### src/rtl/dip_pkg.sv
package dip_pkg;
  localparam int REG_W = 3;
  localparam int CLS_W = 4;
  localparam int NUM_SRC = 2;
  localparam int SIMPLE_COUNT = 10;
  localparam int REASON_W = 3;

  typedef enum logic [REASON_W-1:0] {
    RSN_NONE     = 3'd0,
    RSN_COMPLEX  = 3'd1,
    RSN_DISP_IMM = 3'd2,
    RSN_RAW      = 3'd3,
    RSN_WAW      = 3'd4
  } reason_e;

  typedef struct packed {
    logic                              valid;
    logic [CLS_W-1:0]                  cls;
    logic [REG_W-1:0]                  dst;
    logic                              dstEn;
    logic [NUM_SRC-1:0][REG_W-1:0]     src;
    logic [NUM_SRC-1:0]                srcEn;
    logic                              hasDisp;
    logic                              hasImm;
  } slot_t;

  typedef struct packed {
    logic s0Valid;
    logic s1Valid;
    logic s0Simple;
    logic s1Simple;
    logic anyDispImm;
    logic raw;
    logic waw;
  } hazard_t;

  typedef struct packed {
    logic    issueBoth;
    logic    issueFirst;
    reason_e reason;
  } decision_t;
endpackage

### src/rtl/dip_hazard_dp.sv
module dip_hazard_dp
  import dip_pkg::*;
(
  input  slot_t   older,
  input  slot_t   younger,
  output hazard_t flags
);
  logic [NUM_SRC-1:0] rawHit;

  for (genvar i = 0; i < NUM_SRC; i++) begin : g_raw
    assign rawHit[i] = younger.srcEn[i] && older.dstEn && (younger.src[i] == older.dst);
  end

  function automatic logic isSimple(input logic [CLS_W-1:0] c);
    return (int'(c) < SIMPLE_COUNT);
  endfunction

  always_comb begin
    flags.s0Valid    = older.valid;
    flags.s1Valid    = younger.valid;
    flags.s0Simple   = isSimple(older.cls);
    flags.s1Simple   = isSimple(younger.cls);
    flags.anyDispImm = (older.hasDisp && older.hasImm) || (younger.hasDisp && younger.hasImm);
    flags.raw        = |rawHit;
    flags.waw        = older.dstEn && younger.dstEn && (older.dst == younger.dst);
  end
endmodule

### src/rtl/dip_issue_ctrl.sv
module dip_issue_ctrl
  import dip_pkg::*;
(
  input  hazard_t   flags,
  output decision_t dec
);
  always_comb begin
    dec.issueBoth  = 1'b0;
    dec.issueFirst = 1'b0;
    dec.reason     = RSN_NONE;
    if (flags.s0Valid) begin
      dec.issueFirst = 1'b1;
      if (flags.s1Valid) begin
        if (!(flags.s0Simple && flags.s1Simple)) dec.reason = RSN_COMPLEX;
        else if (flags.anyDispImm)               dec.reason = RSN_DISP_IMM;
        else if (flags.raw)                      dec.reason = RSN_RAW;
        else if (flags.waw)                      dec.reason = RSN_WAW;
        else begin
          dec.issueBoth  = 1'b1;
          dec.issueFirst = 1'b0;
        end
      end
    end
  end
endmodule

### src/rtl/dual_issue_pair_check.sv
module dual_issue_pair_check
  import dip_pkg::*;
(
  input  logic                clk,
  input  logic                rstN,
  input  logic                slot0Valid,
  input  logic [CLS_W-1:0]    slot0Class,
  input  logic [REG_W-1:0]    slot0Dst,
  input  logic                slot0DstEn,
  input  logic [REG_W-1:0]    slot0SrcA,
  input  logic                slot0SrcAEn,
  input  logic [REG_W-1:0]    slot0SrcB,
  input  logic                slot0SrcBEn,
  input  logic                slot0Disp,
  input  logic                slot0Imm,
  input  logic                slot1Valid,
  input  logic [CLS_W-1:0]    slot1Class,
  input  logic [REG_W-1:0]    slot1Dst,
  input  logic                slot1DstEn,
  input  logic [REG_W-1:0]    slot1SrcA,
  input  logic                slot1SrcAEn,
  input  logic [REG_W-1:0]    slot1SrcB,
  input  logic                slot1SrcBEn,
  input  logic                slot1Disp,
  input  logic                slot1Imm,
  output logic                issueBoth,
  output logic                issueFirstOnly,
  output logic [REASON_W-1:0] refuseReason
);
  slot_t     olderSlot, youngerSlot;
  hazard_t   hazFlags;
  decision_t decNext, decQ;

  always_comb begin
    olderSlot.valid   = slot0Valid;
    olderSlot.cls     = slot0Class;
    olderSlot.dst     = slot0Dst;
    olderSlot.dstEn   = slot0DstEn;
    olderSlot.src     = {slot0SrcB, slot0SrcA};
    olderSlot.srcEn   = {slot0SrcBEn, slot0SrcAEn};
    olderSlot.hasDisp = slot0Disp;
    olderSlot.hasImm  = slot0Imm;

    youngerSlot.valid   = slot1Valid;
    youngerSlot.cls     = slot1Class;
    youngerSlot.dst     = slot1Dst;
    youngerSlot.dstEn   = slot1DstEn;
    youngerSlot.src     = {slot1SrcB, slot1SrcA};
    youngerSlot.srcEn   = {slot1SrcBEn, slot1SrcAEn};
    youngerSlot.hasDisp = slot1Disp;
    youngerSlot.hasImm  = slot1Imm;
  end

  dip_hazard_dp u_dp (
    .older   (olderSlot),
    .younger (youngerSlot),
    .flags   (hazFlags)
  );

  dip_issue_ctrl u_ctrl (
    .flags (hazFlags),
    .dec   (decNext)
  );

  always_ff @(posedge clk or negedge rstN) begin
    if (!rstN) begin
      decQ <= '0;
    end else begin
      decQ <= decNext;
    end
  end

  assign issueBoth      = decQ.issueBoth;
  assign issueFirstOnly = decQ.issueFirst;
  assign refuseReason   = decQ.reason;
endmodule

### config.mk
export PLATFORM = sky130hd
export DESIGN_NAME = dual_issue_pair_check
export DESIGN_NICKNAME = d
export VERILOG_FILES = /design/src/rtl/dip_pkg.sv /design/src/rtl/dip_hazard_dp.sv /design/src/rtl/dip_issue_ctrl.sv /design/src/rtl/dual_issue_pair_check.sv
export SDC_FILE = /design/constraint.sdc
export NUM_CORES = 1
export LEC_CHECK = 0
export ABC_AREA = 0
export BUFFER_PORTS_ARGS = -buffer_cell sky130_fd_sc_hd__buf_2
export CAP_MARGIN = 0
export CORE_AREA = 2 2 39 41
export DETAILED_ROUTE_END_ITERATION = 10
export DIE_AREA = 0 0 41 43
export PLACE_DENSITY = 0.75
export SLEW_MARGIN = 5
export SYNTH_ARGS = -nofsm -noshare
export SYNTH_HDL_FRONTEND = slang
export SYNTH_SLANG_ARGS = --single-unit
### constraint.sdc
create_clock -name clk -period 0.8 [get_ports clk]
set_clock_uncertainty 0.05 [all_clocks]
set_input_delay 0.08 -clock clk [delete_from_list [all_inputs] [get_ports clk]]
set_output_delay 0.08 -clock clk [all_outputs]
set_load 0.05 [all_outputs]
==> metrics.cfg <==
[logic_synthesis]
syn_inst=35
synth_area_leader_cell=dfrtp_1
synth_cell_types=19
netlist_top_cells_count=xor2_1, dfrtp_1, nand3_1
yosysWarnings=0
yosysTopAreaCellShare=0.366
synth-simple-area-share=0.223
syn_nets=75
synth_ff_type=dfrtp_1
ys_ff_latch=5
synth.most_common_cell=xor2_1
synth-edff-count=0
synthAdderAreaFrac=0
ys_seq_area_frac=0.366
synthArstFlopShare=1.00
synth-xor-area-share=0.231
synth_compound_area_frac=0.168
syn_area_um2=342
synth_top_family_by_area=XOR/XNOR gates
synth.area.top_cells=dfrtp_1, xor2_1, nand3_1
syn_avg_cell_area_um2=9.76
muxShareOfSynthArea=0

[status]
status=finished with violations
violations=negative setup slack

[pwr]
swShare=0.281
switching_power_mw=0.236
ir_drop_v=0.000359
finalPower_mw=0.839
clkPwrFrac=0.332
p_leak_nw=0.339
intPower_mw=0.603
powerDensity_nw_per_um2=1190
seqPwrFrac=0.320
combPwrFrac=0.348

[sta]
hold_ws_ns=0.0604
post-route-min-period_ns=0.885
rsz0062_at_grt=true
drv_slew=0
finalHoldViolations=0
fmax_mhz=1130
worst_pin_slew_ns=0.258
layout_setup_ws_ns=-0.0847
fin_crit_sh=1.11
setup_viol=8
tns_ns=-0.488
relSlewSlack=0.826

[grt]
antenna_found_initial=0
track_usage=0.119
grt_max_degree=6
first_global_vias=376
grt_remaining_overflow=0
grt_pass1_wl_mm=1.38

[die]
design.die.area_um2=1760
dieHeight_um=43
core_um2=1380
row_count=14
die_w_um=41
initial_core_util=0.247
io-pin-count=45

[worst_hold_path]
hold_start=slot0Valid
whs_endpoint=issueFirstOnly
hold_class=in2reg
min_path_cells=2

[route]
wl_per_cell_um=9.31
routed_wl_um=866
drtAntennaViolNets=0
drcViolationCount=0
dr.pass1.iters=2
drtIter0Drc=2
via_per_inst=4.49
via_count=418

[critical_path]
slowest_delay_ns=0.37
cp.arrival_ns=0.75
path_buf_inv=1
end_kind=primary output
crit_path_top_delay_cell=dfrtp_1
crit_family=flip-flops
path_depth=1
cp_data_required_time_ns=0.67
path_cells=buf_6
path_class=reg2out
critPathMaxFanout=1
start_kind=flip-flop

[placed_design]
portBuffers=34
dp_slack_ns=-0.349
gp_congestion=0.726
place_area_um2=554

[cells_and_area]
fillCellCount=134
syn2layout_area_growth_pct=106
diodes=0
drive_gt1_frac=0.662
fin_nets=118
final_area_um2=704

[clock_network]
h-tree-depth=1
cts_buffers=3
clk_pin_slew_ns=0.04
cts_setup_buffers=0
cts-root-buf=clkbuf_4
cts.path.max_buffers=2
clock_sinks=5
cts_tree=yes

[flow_run]
max_cap_violations=0

-- per-layer routing --
layer	part of all wire	vias to the layer above	GRT usage
met5	0	-	0
met4	0.027	0	0.153
met3	0.092	2	0
met2	0.52	26	0.172
met1	0.36	179	0.131
li1	-	211	-
-- how the worst max path moves through the flow --
stage / startpoint / end / slack, ns
finish: refuseReason[1] / refuseReason[1] / -0.08
global route: refuseReason[2] / refuseReason[2] / -0.11
CTS: refuseReason[1] / refuseReason[1] / -0.1
detailed placement: slot0Dst[1] / issueFirstOnly / -0.35
global placement: slot0Dst[1] / issueFirstOnly / -0.33
floorplan: slot0Dst[1] / issueBoth / -0.14
-- power by group through the flow --
stage	Sequential (mW)	Clock [mW]	Combinational [mW]
4_1_cts	0.269	0.293	0.277
2_1_floorplan	0.305	0	0.0758
5_1_grt	0.268	0.312	0.319
3_3_place_gp	0.269	0	0.228
3_5_place_dp	0.269	0	0.233
6_report	0.268	0.279	0.292
-- cell families after synthesis --
family | after synthesis
xor+xnor | 9
flops | 5
buf+inv | 1
compound gates | 8
simple gates | 12
-- repair_timing --
item | in CTS | in global routing
pin swaps | 6 | 1
hold buffers | 1 | 0
gates resized for setup | 22 | 5
endpoints found under the hold margin | 5 | 0
setup endpoints to repair | 10 | 10
-- flip-flops by register name (all words and copies together) (netlist names) --
signal          cells
refuseReason        3
issueFirstOnly      1
issueBoth           1
-- cell usage in the layout (no fill, tap or decap) --
| cell | count |
|---|---|
| xor2_2 | 3 |
| nor4_2 | 2 |
| nor4b_4 | 1 |
| clkbuf_4 | 3 |
| a21oi_1 | 1 |
| dlygate4sd3_1 | 1 |
| a41o_2 | 1 |
| clkbuf_1 | 1 |
| nor2_1 | 1 |
| nand3_1 | 3 |
| buf_2 | 24 |
| o21ai_0 | 2 |
| nor3_2 | 1 |
| inv_1 | 1 |
| nand2_1 | 2 |
| buf_4 | 4 |
| buf_6 | 9 |
| o22ai_1 | 1 |
| dfrtp_1 | 5 |
| xnor2_1 | 2 |
| and2_4 | 1 |
| a22oi_2 | 1 |
| o31a_1 | 1 |
| a41oi_1 | 1 |
| nand3_2 | 1 |
| xor2_1 | 4 |
-- through the flow --
step | util | cells
2_1_floorplan | - | 35
3_3_place_gp | 0.401 | 88
3_5_place_dp | 0.401 | 88
4_1_cts | 0.488 | 93
5_1_grt | 0.509 | 93
6_report | 0.509 | 93
-- cell type report --
class | count | area [µm²] | share of cell area
clock buffers | 4 | 26.3 | 0.0373
well taps | 16 | 20.0 | 0.0284
repair buffers | 38 | 262 | 0.371
multi-input cells | 29 | 268 | 0.380
flip-flops and latches | 5 | 125 | 0.178
inverters | 1 | 3.75 | 0.00533
Power figures use the tool's default switching activity.
